## config.mk

```make
export PLATFORM = sky130hd
export DESIGN_NAME = bip_parity_gen
export DESIGN_NICKNAME = d
export VERILOG_FILES = /design/src/rtl/bip_pkg.sv /design/src/rtl/bip_pos_tracker.sv /design/src/rtl/bip_ctl_regs.sv /design/src/rtl/bip_lane_acc.sv /design/src/rtl/bip_parity_gen.sv
export SDC_FILE = /design/constraint.sdc
export NUM_CORES = 1
export LEC_CHECK = 0
export ABC_CLOCK_PERIOD_IN_PS = 7400
export BUFFER_PORTS_ARGS = -buffer_cell sky130_fd_sc_hd__buf_2
export CORE_MARGIN = 2
export CORE_UTILIZATION = 45
export CTS_CLUSTER_DIAMETER = 30
export DETAILED_ROUTE_END_ITERATION = 8
export PLACE_DENSITY = 0.68
export SETUP_SLACK_MARGIN = 0.02
export SKIP_CTS_REPAIR_TIMING = 1
export SKIP_LAST_GASP = 1
export SYNTH_ARGS = -nofsm -noshare
export SYNTH_HDL_FRONTEND = slang
export SYNTH_SLANG_ARGS = --single-unit
```

## constraint.sdc

```tcl
create_clock -name clk -period 7.4 [get_ports clk]
set_clock_uncertainty 0.05 [all_clocks]
set_input_delay 1.11 -clock clk [delete_from_list [all_inputs] [get_ports clk]]
set_output_delay 1.11 -clock clk [all_outputs]
set_load 0.03 [all_outputs]
```

## src/rtl/bip_pkg.sv

```systemverilog
package bip_pkg;
   localparam int BYTE_W = 8;
   localparam int CTL_W  = 6;

   typedef struct packed {
      logic a1_scr_off;
      logic par_scr_off;
      logic b2_inv;
      logic b1_inv;
      logic b2_en;
      logic b1_en;
   } ctl_t;

   localparam ctl_t CTL_RESET = ctl_t'(6'b000011);
endpackage

```

## src/rtl/bip_pos_tracker.sv

```systemverilog
module bip_pos_tracker #(
   parameter int ROWS = 9,
   parameter int COLS = 90,
   parameter int GRPS = 1,
   parameter int RW   = 4,
   parameter int CW   = 7,
   parameter int GW   = 1
) (
   input  logic          clk,
   input  logic          rst_n,
   input  logic          valid,
   input  logic          sof,
   output logic [RW-1:0] row,
   output logic [CW-1:0] col,
   output logic [GW-1:0] grp,
   output logic          pos_ok
);
   localparam logic [RW-1:0] LAST_ROW = RW'(ROWS - 1);
   localparam logic [CW-1:0] LAST_COL = CW'(COLS - 1);
   localparam logic [GW-1:0] LAST_GRP = GW'(GRPS - 1);

   logic [RW-1:0] row_q;
   logic [CW-1:0] col_q;
   logic [GW-1:0] grp_q;
   logic          seen_q;

   // position of the byte presented this cycle
   always_comb begin
      row    = sof ? '0 : row_q;
      col    = sof ? '0 : col_q;
      grp    = sof ? '0 : grp_q;
      pos_ok = sof | seen_q;
   end

   always_ff @(posedge clk) begin
      if (!rst_n) begin
         row_q  <= '0;
         col_q  <= '0;
         grp_q  <= '0;
         seen_q <= 1'b0;
      end else if (valid) begin
         seen_q <= seen_q | sof;
         if (col == LAST_COL) begin
            col_q <= '0;
            grp_q <= '0;
            row_q <= (row == LAST_ROW) ? '0 : row + 1'b1;
         end else begin
            col_q <= col + 1'b1;
            grp_q <= (grp == LAST_GRP) ? '0 : grp + 1'b1;
            row_q <= row;
         end
      end
   end
endmodule

```

## src/rtl/bip_ctl_regs.sv

```systemverilog
module bip_ctl_regs
   import bip_pkg::*;
(
   input  logic             clk,
   input  logic             rst_n,
   input  logic             we,
   input  logic [CTL_W-1:0] wdata,
   input  logic             frame_start,
   output ctl_t             cfg,
   output logic             inv1_act,
   output logic             inv2_act,
   output logic [CTL_W-1:0] rdata
);
   ctl_t  wr;
   ctl_t  cfg_q;
   logic  arm1_q, arm2_q, act1_q, act2_q;

   assign wr = ctl_t'(wdata);

   always_ff @(posedge clk) begin
      if (!rst_n) begin
         cfg_q  <= CTL_RESET;
         arm1_q <= 1'b0;
         arm2_q <= 1'b0;
         act1_q <= 1'b0;
         act2_q <= 1'b0;
      end else begin
         if (we) begin
            cfg_q.b1_en       <= wr.b1_en;
            cfg_q.b2_en       <= wr.b2_en;
            cfg_q.par_scr_off <= wr.par_scr_off;
            cfg_q.a1_scr_off  <= wr.a1_scr_off;
         end
         if (frame_start) begin
            // a write on the starting byte wins over an older arm
            act1_q <= we ? wr.b1_inv : arm1_q;
            act2_q <= we ? wr.b2_inv : arm2_q;
            arm1_q <= 1'b0;
            arm2_q <= 1'b0;
         end else if (we) begin
            arm1_q <= wr.b1_inv;
            arm2_q <= wr.b2_inv;
         end
      end
   end

   always_comb begin
      cfg        = cfg_q;
      cfg.b1_inv = arm1_q | act1_q;
      cfg.b2_inv = arm2_q | act2_q;
      inv1_act   = act1_q;
      inv2_act   = act2_q;
      rdata      = cfg;
   end
endmodule

```

## src/rtl/bip_lane_acc.sv

```systemverilog
module bip_lane_acc #(
   parameter int LANES = 1,
   parameter int LW    = 1
) (
   input  logic                  clk,
   input  logic                  rst_n,
   input  logic                  valid,
   input  logic                  start,
   input  logic                  hit,
   input  logic [LW-1:0]         sel,
   input  logic [7:0]            din,
   output logic [LANES-1:0][7:0] prev
);
   for (genvar l = 0; l < LANES; l++) begin : g_lane
      logic [7:0] acc_q;
      logic [7:0] prev_q;
      logic       mine;

      assign mine    = hit && (sel == LW'(l));
      assign prev[l] = prev_q;

      always_ff @(posedge clk) begin
         if (!rst_n) begin
            acc_q  <= '0;
            prev_q <= '0;
         end else if (valid && start) begin
            prev_q <= acc_q;
            acc_q  <= mine ? din : 8'h00;
         end else if (valid && mine) begin
            acc_q  <= acc_q ^ din;
         end
      end
   end
endmodule

```

## src/rtl/bip_parity_gen.sv

```systemverilog
module bip_parity_gen
   import bip_pkg::*;
#(
   parameter int N_STS        = 1,
   parameter int COLS_PER_STS = 90,
   parameter int ROWS         = 9,
   parameter int RS_ROWS      = 3,
   parameter int B1_ROW       = 1,
   parameter int B1_COL       = 0,
   parameter int B2_ROW       = 4,
   parameter int B2_COL       = 0,
   parameter int A1_PER_STS   = 3
) (
   input  logic             clk,
   input  logic             rst_n,
   input  logic             in_valid,
   input  logic             in_sof,
   input  logic [7:0]       in_data,
   input  logic [7:0]       in_key,
   input  logic             ctl_we,
   input  logic [CTL_W-1:0] ctl_wdata,
   output logic [CTL_W-1:0] ctl_rdata,
   output logic             out_valid,
   output logic             out_sof,
   output logic [7:0]       out_data
);
   localparam int COLS = N_STS * COLS_PER_STS;
   localparam int RW   = (ROWS > 1) ? $clog2(ROWS) : 1;
   localparam int CW   = (COLS > 1) ? $clog2(COLS) : 1;
   localparam int GW   = (N_STS > 1) ? $clog2(N_STS) : 1;

   localparam logic [RW-1:0] R_B1    = RW'(B1_ROW);
   localparam logic [CW-1:0] C_B1    = CW'(B1_COL);
   localparam logic [RW-1:0] R_B2    = RW'(B2_ROW);
   localparam logic [CW:0]   C_B2LO  = (CW+1)'(B2_COL);
   localparam logic [CW:0]   C_B2HI  = (CW+1)'(B2_COL + N_STS);
   localparam logic [RW-1:0] R_MS    = RW'(RS_ROWS);
   localparam logic [CW:0]   C_A1END = (CW+1)'(A1_PER_STS * N_STS);

   if (N_STS < 1 || COLS_PER_STS < 1) begin : g_bad_size
      $error("bip_parity_gen: frame size must be positive");
   end
   if (RS_ROWS < 1 || RS_ROWS >= ROWS) begin : g_bad_rs
      $error("bip_parity_gen: RS_ROWS must leave line rows");
   end
   if (B1_ROW < 1 || B1_ROW >= ROWS || B1_COL >= COLS) begin : g_bad_b1
      $error("bip_parity_gen: whole-frame parity slot out of range");
   end
   if (B2_ROW < RS_ROWS || B2_ROW >= ROWS || B2_COL + N_STS > COLS || (B2_COL % N_STS) != 0) begin : g_bad_b2
      $error("bip_parity_gen: line parity slot out of range or misaligned");
   end
   if (A1_PER_STS * N_STS > COLS) begin : g_bad_a1
      $error("bip_parity_gen: framing field wider than a row");
   end

   logic [RW-1:0] row;
   logic [CW-1:0] col;
   logic [GW-1:0] grp;
   logic          pos_ok;
   logic          start;
   ctl_t          cfg;
   logic          inv1, inv2;
   logic [0:0][7:0]       b1_prev;
   logic [N_STS-1:0][7:0] b2_prev;

   assign start = in_valid & in_sof;

   bip_pos_tracker #(
      .ROWS(ROWS), .COLS(COLS), .GRPS(N_STS), .RW(RW), .CW(CW), .GW(GW)
   ) u_pos (
      .clk(clk), .rst_n(rst_n), .valid(in_valid), .sof(in_sof),
      .row(row), .col(col), .grp(grp), .pos_ok(pos_ok)
   );

   bip_ctl_regs u_ctl (
      .clk(clk), .rst_n(rst_n), .we(ctl_we), .wdata(ctl_wdata),
      .frame_start(start), .cfg(cfg), .inv1_act(inv1), .inv2_act(inv2),
      .rdata(ctl_rdata)
   );

   // slot decode
   logic is_b1, is_b2, is_a1, in_ms;
   logic ins_b1, ins_b2, key_off;
   logic [7:0] raw, scr;

   always_comb begin
      is_b1  = pos_ok && (row == R_B1) && (col == C_B1);
      is_b2  = pos_ok && (row == R_B2) && ({1'b0, col} >= C_B2LO) && ({1'b0, col} < C_B2HI);
      is_a1  = pos_ok && (row == '0) && ({1'b0, col} < C_A1END);
      in_ms  = pos_ok && (row >= R_MS);
      ins_b1 = is_b1 && cfg.b1_en;
      ins_b2 = is_b2 && cfg.b2_en;
      if (ins_b1)      raw = b1_prev[0] ^ {8{inv1}};
      else if (ins_b2) raw = b2_prev[grp] ^ {8{inv2}};
      else             raw = in_data;
      key_off = ((ins_b1 || ins_b2) && cfg.par_scr_off) || (is_a1 && cfg.a1_scr_off);
      scr     = raw ^ (key_off ? 8'h00 : in_key);
   end

   // whole-frame parity: one lane, every byte
   bip_lane_acc #(.LANES(1), .LW(1)) u_b1 (
      .clk(clk), .rst_n(rst_n), .valid(in_valid), .start(start),
      .hit(pos_ok), .sel(1'b0), .din(scr), .prev(b1_prev)
   );

   // line parity: one lane per column group, line rows only
   bip_lane_acc #(.LANES(N_STS), .LW(GW)) u_b2 (
      .clk(clk), .rst_n(rst_n), .valid(in_valid), .start(start),
      .hit(in_ms), .sel(grp), .din(scr), .prev(b2_prev)
   );

   always_ff @(posedge clk) begin
      if (!rst_n) begin
         out_valid <= 1'b0;
         out_sof   <= 1'b0;
         out_data  <= '0;
      end else begin
         out_valid <= in_valid;
         out_sof   <= start;
         if (in_valid) out_data <= scr;
      end
   end
endmodule

```

### Word level (Yosys, flattened, before mapping)

Cells that the tools add are included.

* register bits after elaboration: 63
* input bits: 27
* output and inout bits: 16
* logic and storage cells: 83

* add/subtract/negate cells: 3
* $lt $le $gt $ge: 4
* equal/unequal tests: 4
* multiplexer cells: 20
* bitwise logic cells: 11
* reductions and logical operators: 22

Operators with widths (count)
* 2-to-1 mux 8 bit: 10
* XOR 8 bit: 5
* logical AND 1 bit: 15
* 2-to-1 mux 7 bit: 2
* 2-to-1 mux 4 bit: 3
* adder 7 x 1 -> 7 bit (second input constant): 1
* == test 7 bit (second input constant): 1
* logical NOT 7 bit: 1
* < comparator 7 x 1 -> 1 bit (second input constant): 1
* < comparator 7 x 2 -> 1 bit (second input constant): 1
* 2-to-1 mux 1 bit: 5
* adder 4 x 1 -> 4 bit (second input constant): 1
* == test 4 x 1 -> 1 bit (second input constant): 1
* == test 4 x 3 -> 1 bit (second input constant): 1
* == test 4 bit (second input constant): 1
* greater-or-equal comparator 4 x 2 -> 1 bit (second input constant): 1
* logical NOT 4 bit: 1
* nonzero test 2 bit: 2
* OR 1 bit: 3
* logical OR 1 bit: 2
* inverter 1 bit: 2
* OR reduction 2 bit: 1
* adder 1 bit (second input constant): 1
* AND 1 bit: 1
* < comparator 1 bit (second input constant): 1

### Depth between registers and ports, before layout

* word-level depth: 13
* depth in mapped cells: 14
* depth with buffers taken out: 9

### Modules after synthesis

A second synthesis with hierarchy kept.

* cells, all modules: 421
* area, all modules: 3762.4 sq um

Modules (own cells, without submodules)
* bip_lane_acc: instances 2, cells each 90, area an instance 849.6 sq um, sequential area each 320.3 sq um
* bip_parity_gen: instances 1, cells each 113, area an instance 954.7 sq um, sequential area each 200.2 sq um
* bip_pos_tracker: instances 1, cells each 94, area an instance 765.7 sq um, sequential area each 240.2 sq um
* bip_ctl_regs: instances 1, cells each 34, area an instance 342.8 sq um, sequential area each 160.2 sq um

### Least setup slack after synthesis

Ideal clock, no wire load.

* kind: input -> register
* from: in in_sof
* to: reg u_b2.g_lane[0].acc_q[6]
* setup time: 0.122 ns
* arrival time: 3.703 ns
* data required time: 7.228 ns
* slack: 3.525 ns
* stages on the path: 13
* buffers on the path: 5
* path through: buf_6 clkbuf_1 clkbuf_1 nand2b_1 ha_1 nor4bb_1 clkbuf_8 and4_1 buf_6 a221oi_2 o211a_1 or2_1 a221o_1

* longest elaborated chain between the ends: 13
* elaborated cells between the ends (all ways): 38
* those cells by class: order compare: 3; eq/ne: 2; mux: 9; bitwise: 5; reduce/logical: 19

RTL lines
* from (decl): RTL line bip_parity_gen.sv:17 `input logic in_sof,`
* parallel branches: the longest is 13 deep, another holds < comparator 7 x 1 -> 1 bit
* to (signal assigned): RTL line bip_lane_acc.sv:28 `acc_q <= mine ? din : 8'h00;`
* to (signal assigned): RTL line bip_lane_acc.sv:30 `acc_q <= acc_q ^ din;`
* to (decl): RTL line bip_lane_acc.sv:15 `logic [7:0] acc_q;`

Parallel ways; which one is timed is not known. The select of a mux whose other input is x is not followed.
A chain may end at the register's enable or synchronous reset.

### Worst setup path after layout

* from: in in_sof
* to: reg u_b2.g_lane[0].acc_q[5]

The elaborated chain is that of the path after synthesis.

==> impl_metrics.csv <==
group,metric,value,unit
run_status,status,"complete, no violations",
global_route,grt_overflow,0,
logic_synthesis,synth_top_family_by_area,"compound AO/OA/AOI/OAI gates",
job,max_cap_violations,0,
die,rows,32,
global_route,grt_start_max_net_pins,33,
logic_synthesis,synth_fa_ha_area_share,2.12,%
min_path,hold_path_depth,2,
clock_tree,clk_latency,0.34,ns
logic_synthesis,synth_mux_area_share,2.30,%
critical_path,crit_chain,"buf_2 > nand2b_1 > ha_1 > nor4bb_1 > and4_1 > a2bb2oi_2 > a211oi_1 > a2111oi_0 > a221o_1",
critical_path,cpPeakStageDelay,1.04,ns
drt,viasPerCell,5.85,
sta,grt_setup_unrepaired,"false",
clock_tree,cts-root-buf,"clkbuf_8",
logic_synthesis,syn-num-nets,422,
drt,wirelength,9200,um
drt,first_pass_iters,4,
die,coreArea,0.00765,mm2
finish,layout.nets,449,
sta,setup_viol,0,
drt,wl_per_cell,17.6,um
power_and_ir_drop,seqPwrFrac,47.4,%
sta,slew_headroom,16.4,%
logic_synthesis,synthDominantCellAreaShare,35.1,%
logic_synthesis,synthArstFlopShare,0,%
sta,period_share,60.2,%
min_path,hold_path_class,"reg2reg",
power_and_ir_drop,switching_power,0.000213,W
logic_synthesis,synth_edf_count,0,
power_and_ir_drop,p_per_area,192,mW/mm2
die,ios,43,
clock_tree,clk_path_buf_depth,2,
sta,setup_slack,2.95,ns
logic_synthesis,synthesis.instances,389,
critical_path,cp.arrival,4.64,ns
critical_path,crit_type,"in2reg",
sta,min_period,4.45,ns
die,dieArea,0.00858,mm2
drt,vias,3058,
sta,worst_pin_slew,1.24,ns
logic_synthesis,synth_common_cells,"62 x dfxtp_1, 29 x nand2_1, 17 x nor3_1, 16 x a22o_1",
power_and_ir_drop,p_int,0.000537,W
finish,drive_gt1_share,18.1,%
logic_synthesis,yosys.cell_types.count,64,
place,portBuffers,42,
finish,area_growth,10.5,%
die,initial_core_util,46.2,%
logic_synthesis,syn_area,0.00353,mm2
logic_synthesis,synth_top_flop_cell,"dfxtp_1",
finish,regArea,0.00124,mm2
finish,fillCellCount,716,
power_and_ir_drop,switching_share,28.4,%
finish,multi_input_area,0.00207,mm2
sta,fin_tns_setup,0,ns
power_and_ir_drop,irDropWorstVdd,0.0962,mV
critical_path,required,7.58,ns
place,place_ws,2.63,ns
logic_synthesis,yosysMostFrequentCell,"dfxtp_1",
die,die_x,92.6,um
sta,slew_viol_final,0,
critical_path,reg2reg_depth,8,
place,routabilityCongestion,0.821,
place,dp_hpwl,6320,um
clock_tree,cts_tree,"yes",
logic_synthesis,synthSimpleGateAreaFrac,20.6,%
clock_tree,ctsHtreeMaxLevel,3,
logic_synthesis,ys_ff_latch,62,
logic_synthesis,synthXorXnorAreaFrac,4.21,%
die,die_h,92.6,um
clock_tree,cts_made_buffers,9,
power_and_ir_drop,clockPowerShare,39.4,%
sta,clock.fmax,225,MHz
drt,drcViolationCount,0,
global_route,antenna_found_initial,0,
global_route,grt_pass1_wl,14900,um
critical_path,startpoint_type,"input port",
critical_path,crit_fanout,27,
critical_path,end_kind,"register",
logic_synthesis,yosysWarnings,0,
logic_synthesis,synth_top_cells_by_area,"dfxtp_1 35%, a22o_1 4.0%, a21o_1 3.2%",
global_route,grt_pass1_vias,2960,
logic_synthesis,yosysSeqAreaShare,35.1,%
clock_tree,clock_sinks,62,
power_and_ir_drop,pwr-share-comb,13.2,%
power_and_ir_drop,p_leak,1.59,nW
global_route,track_usage,22.3,%
clock_tree,path_clk_slew,0.07,ns
logic_synthesis,avgSynthCellArea,9.08,um2
finish,diodes,0,
drt,dr.first_iter.drc_count,198,
logic_synthesis,synth_top_cell_by_area,"dfxtp_1",
drt,ant_nets,0,
logic_synthesis,synth_compound_area_share,29.3,%
sta,final_hold_viol_count,0,
critical_path,critPathSlowestCell,"nor4bb_1",
## cell families after synthesis
family	after synthesis
AO/OA/AOI/OAI	129
XOR/XNOR	17
adder cells (fa/ha/maj)	6
buffers and inverters	43
flip-flops	62
multiplexers	8
AND/OR/NAND/NOR	124
## cells in the final DEF (no fill, tap or decap), types with 3 or more instances in the layout
cell type,instances
a41oi_1,8
ha_1,6
a221oi_1,6
nor2b_1,12
xor2_1,8
a21o_1,15
clkbuf_8,9
mux2i_1,7
nor3_1,17
nand2_1,29
a211oi_2,4
o211a_1,8
o22ai_1,10
buf_2,42
inv_1,14
o21ai_0,10
nand2b_1,11
dfxtp_1,62
or2_1,8
nor2_1,9
xnor2_1,9
o21ai_1,7
and2_1,6
nand3b_1,9
a32oi_1,4
a22o_1,16
o21a_1,11
o211ai_1,12
nand3_1,3
a211oi_1,4
clkinv_2,3
## sequential cells by signal, summed over array words and instances (netlist names)
register           count
u_b2.prev              8
u_b1.g_lane.acc_q      8
u_ctl.cfg              4
out_data               8
u_b1.prev              8
u_pos.row_q            4
u_ctl.arm2_q           1
u_b2.g_lane.acc_q      8
u_ctl.inv2_act         1
u_ctl.arm1_q           1
out_valid              1
u_pos.seen_q           1
u_pos.col_q            7
u_ctl.inv1_act         1
out_sof                1
## worst paths after layout
path / startpoint / end / slack (ns)
min reg2reg: out_data[7] / out_data[7] / 0.44
min: out_data[7] / out_data[7] / 0.44
max: in_sof / u_b2.g_lane[0].acc_q[5] / 2.95
max reg2reg: u_pos.row_q[0] / u_b2.g_lane[0].acc_q[5] / 3.84
## final cells by class
cell class                 count  area share [%]
tap                          102            3.27
timing repair buffer          43            5.58
clock inverter                 6            1.60
clock buffer                  10            3.27
inverter                      16            1.54
sequential                    62            31.8
multi-input combinational    284            53.0
## stage by stage
stage / cells / utilization [%] / hold WS, ns / total power, W / cell area (um2)
2_1_floorplan: 389 / - / 0.409 / 0.000434 / 3530
3_3_place_gp: 507 / 48.6 / 0.417 / 0.000459 / 3710
5_1_grt: 523 / 51.1 / 0.456 / 0.000780 / 3910
6_report: 523 / 51.1 / 0.436 / 0.000749 / 3910
3_5_place_dp: 507 / 48.6 / 0.419 / 0.000461 / 3710
4_1_cts: 523 / 51.1 / 0.438 / 0.000753 / 3910
## metal layers
| metal | track usage [%] | part of all wire, % | vias to the layer above |
|---|---|---|---|
| met5 | 0 | 0 | - |
| met2 | 34.9 | 45 | 84 |
| li1 | - | - | 1502 |
| met1 | 30.8 | 49 | 1464 |
| met4 | 7.23 | 0.76 | 0 |
| met3 | 4.72 | 5.4 | 8 |
## critical path, delay by kind of cell
family,cells,cell delay (ns)
AOI/OAI and AO/OA,4,1.12
adders and majority gates,1,0.20
buffers and inverters,1,0.35
and+or+nand+nor,3,1.83
## power groups by stage
stage	registers (W)	logic (W)	clock network, W
after detailed placement	0.000363	0.0000980	0
after floorplan	0.000369	0.0000648	0
after CTS	0.000355	0.0000988	0.000299
after global placement	0.000362	0.0000966	0
after global routing	0.000356	0.000107	0.000316
final	0.000355	0.0000989	0.000295
Power figures use the tool's default switching activity.
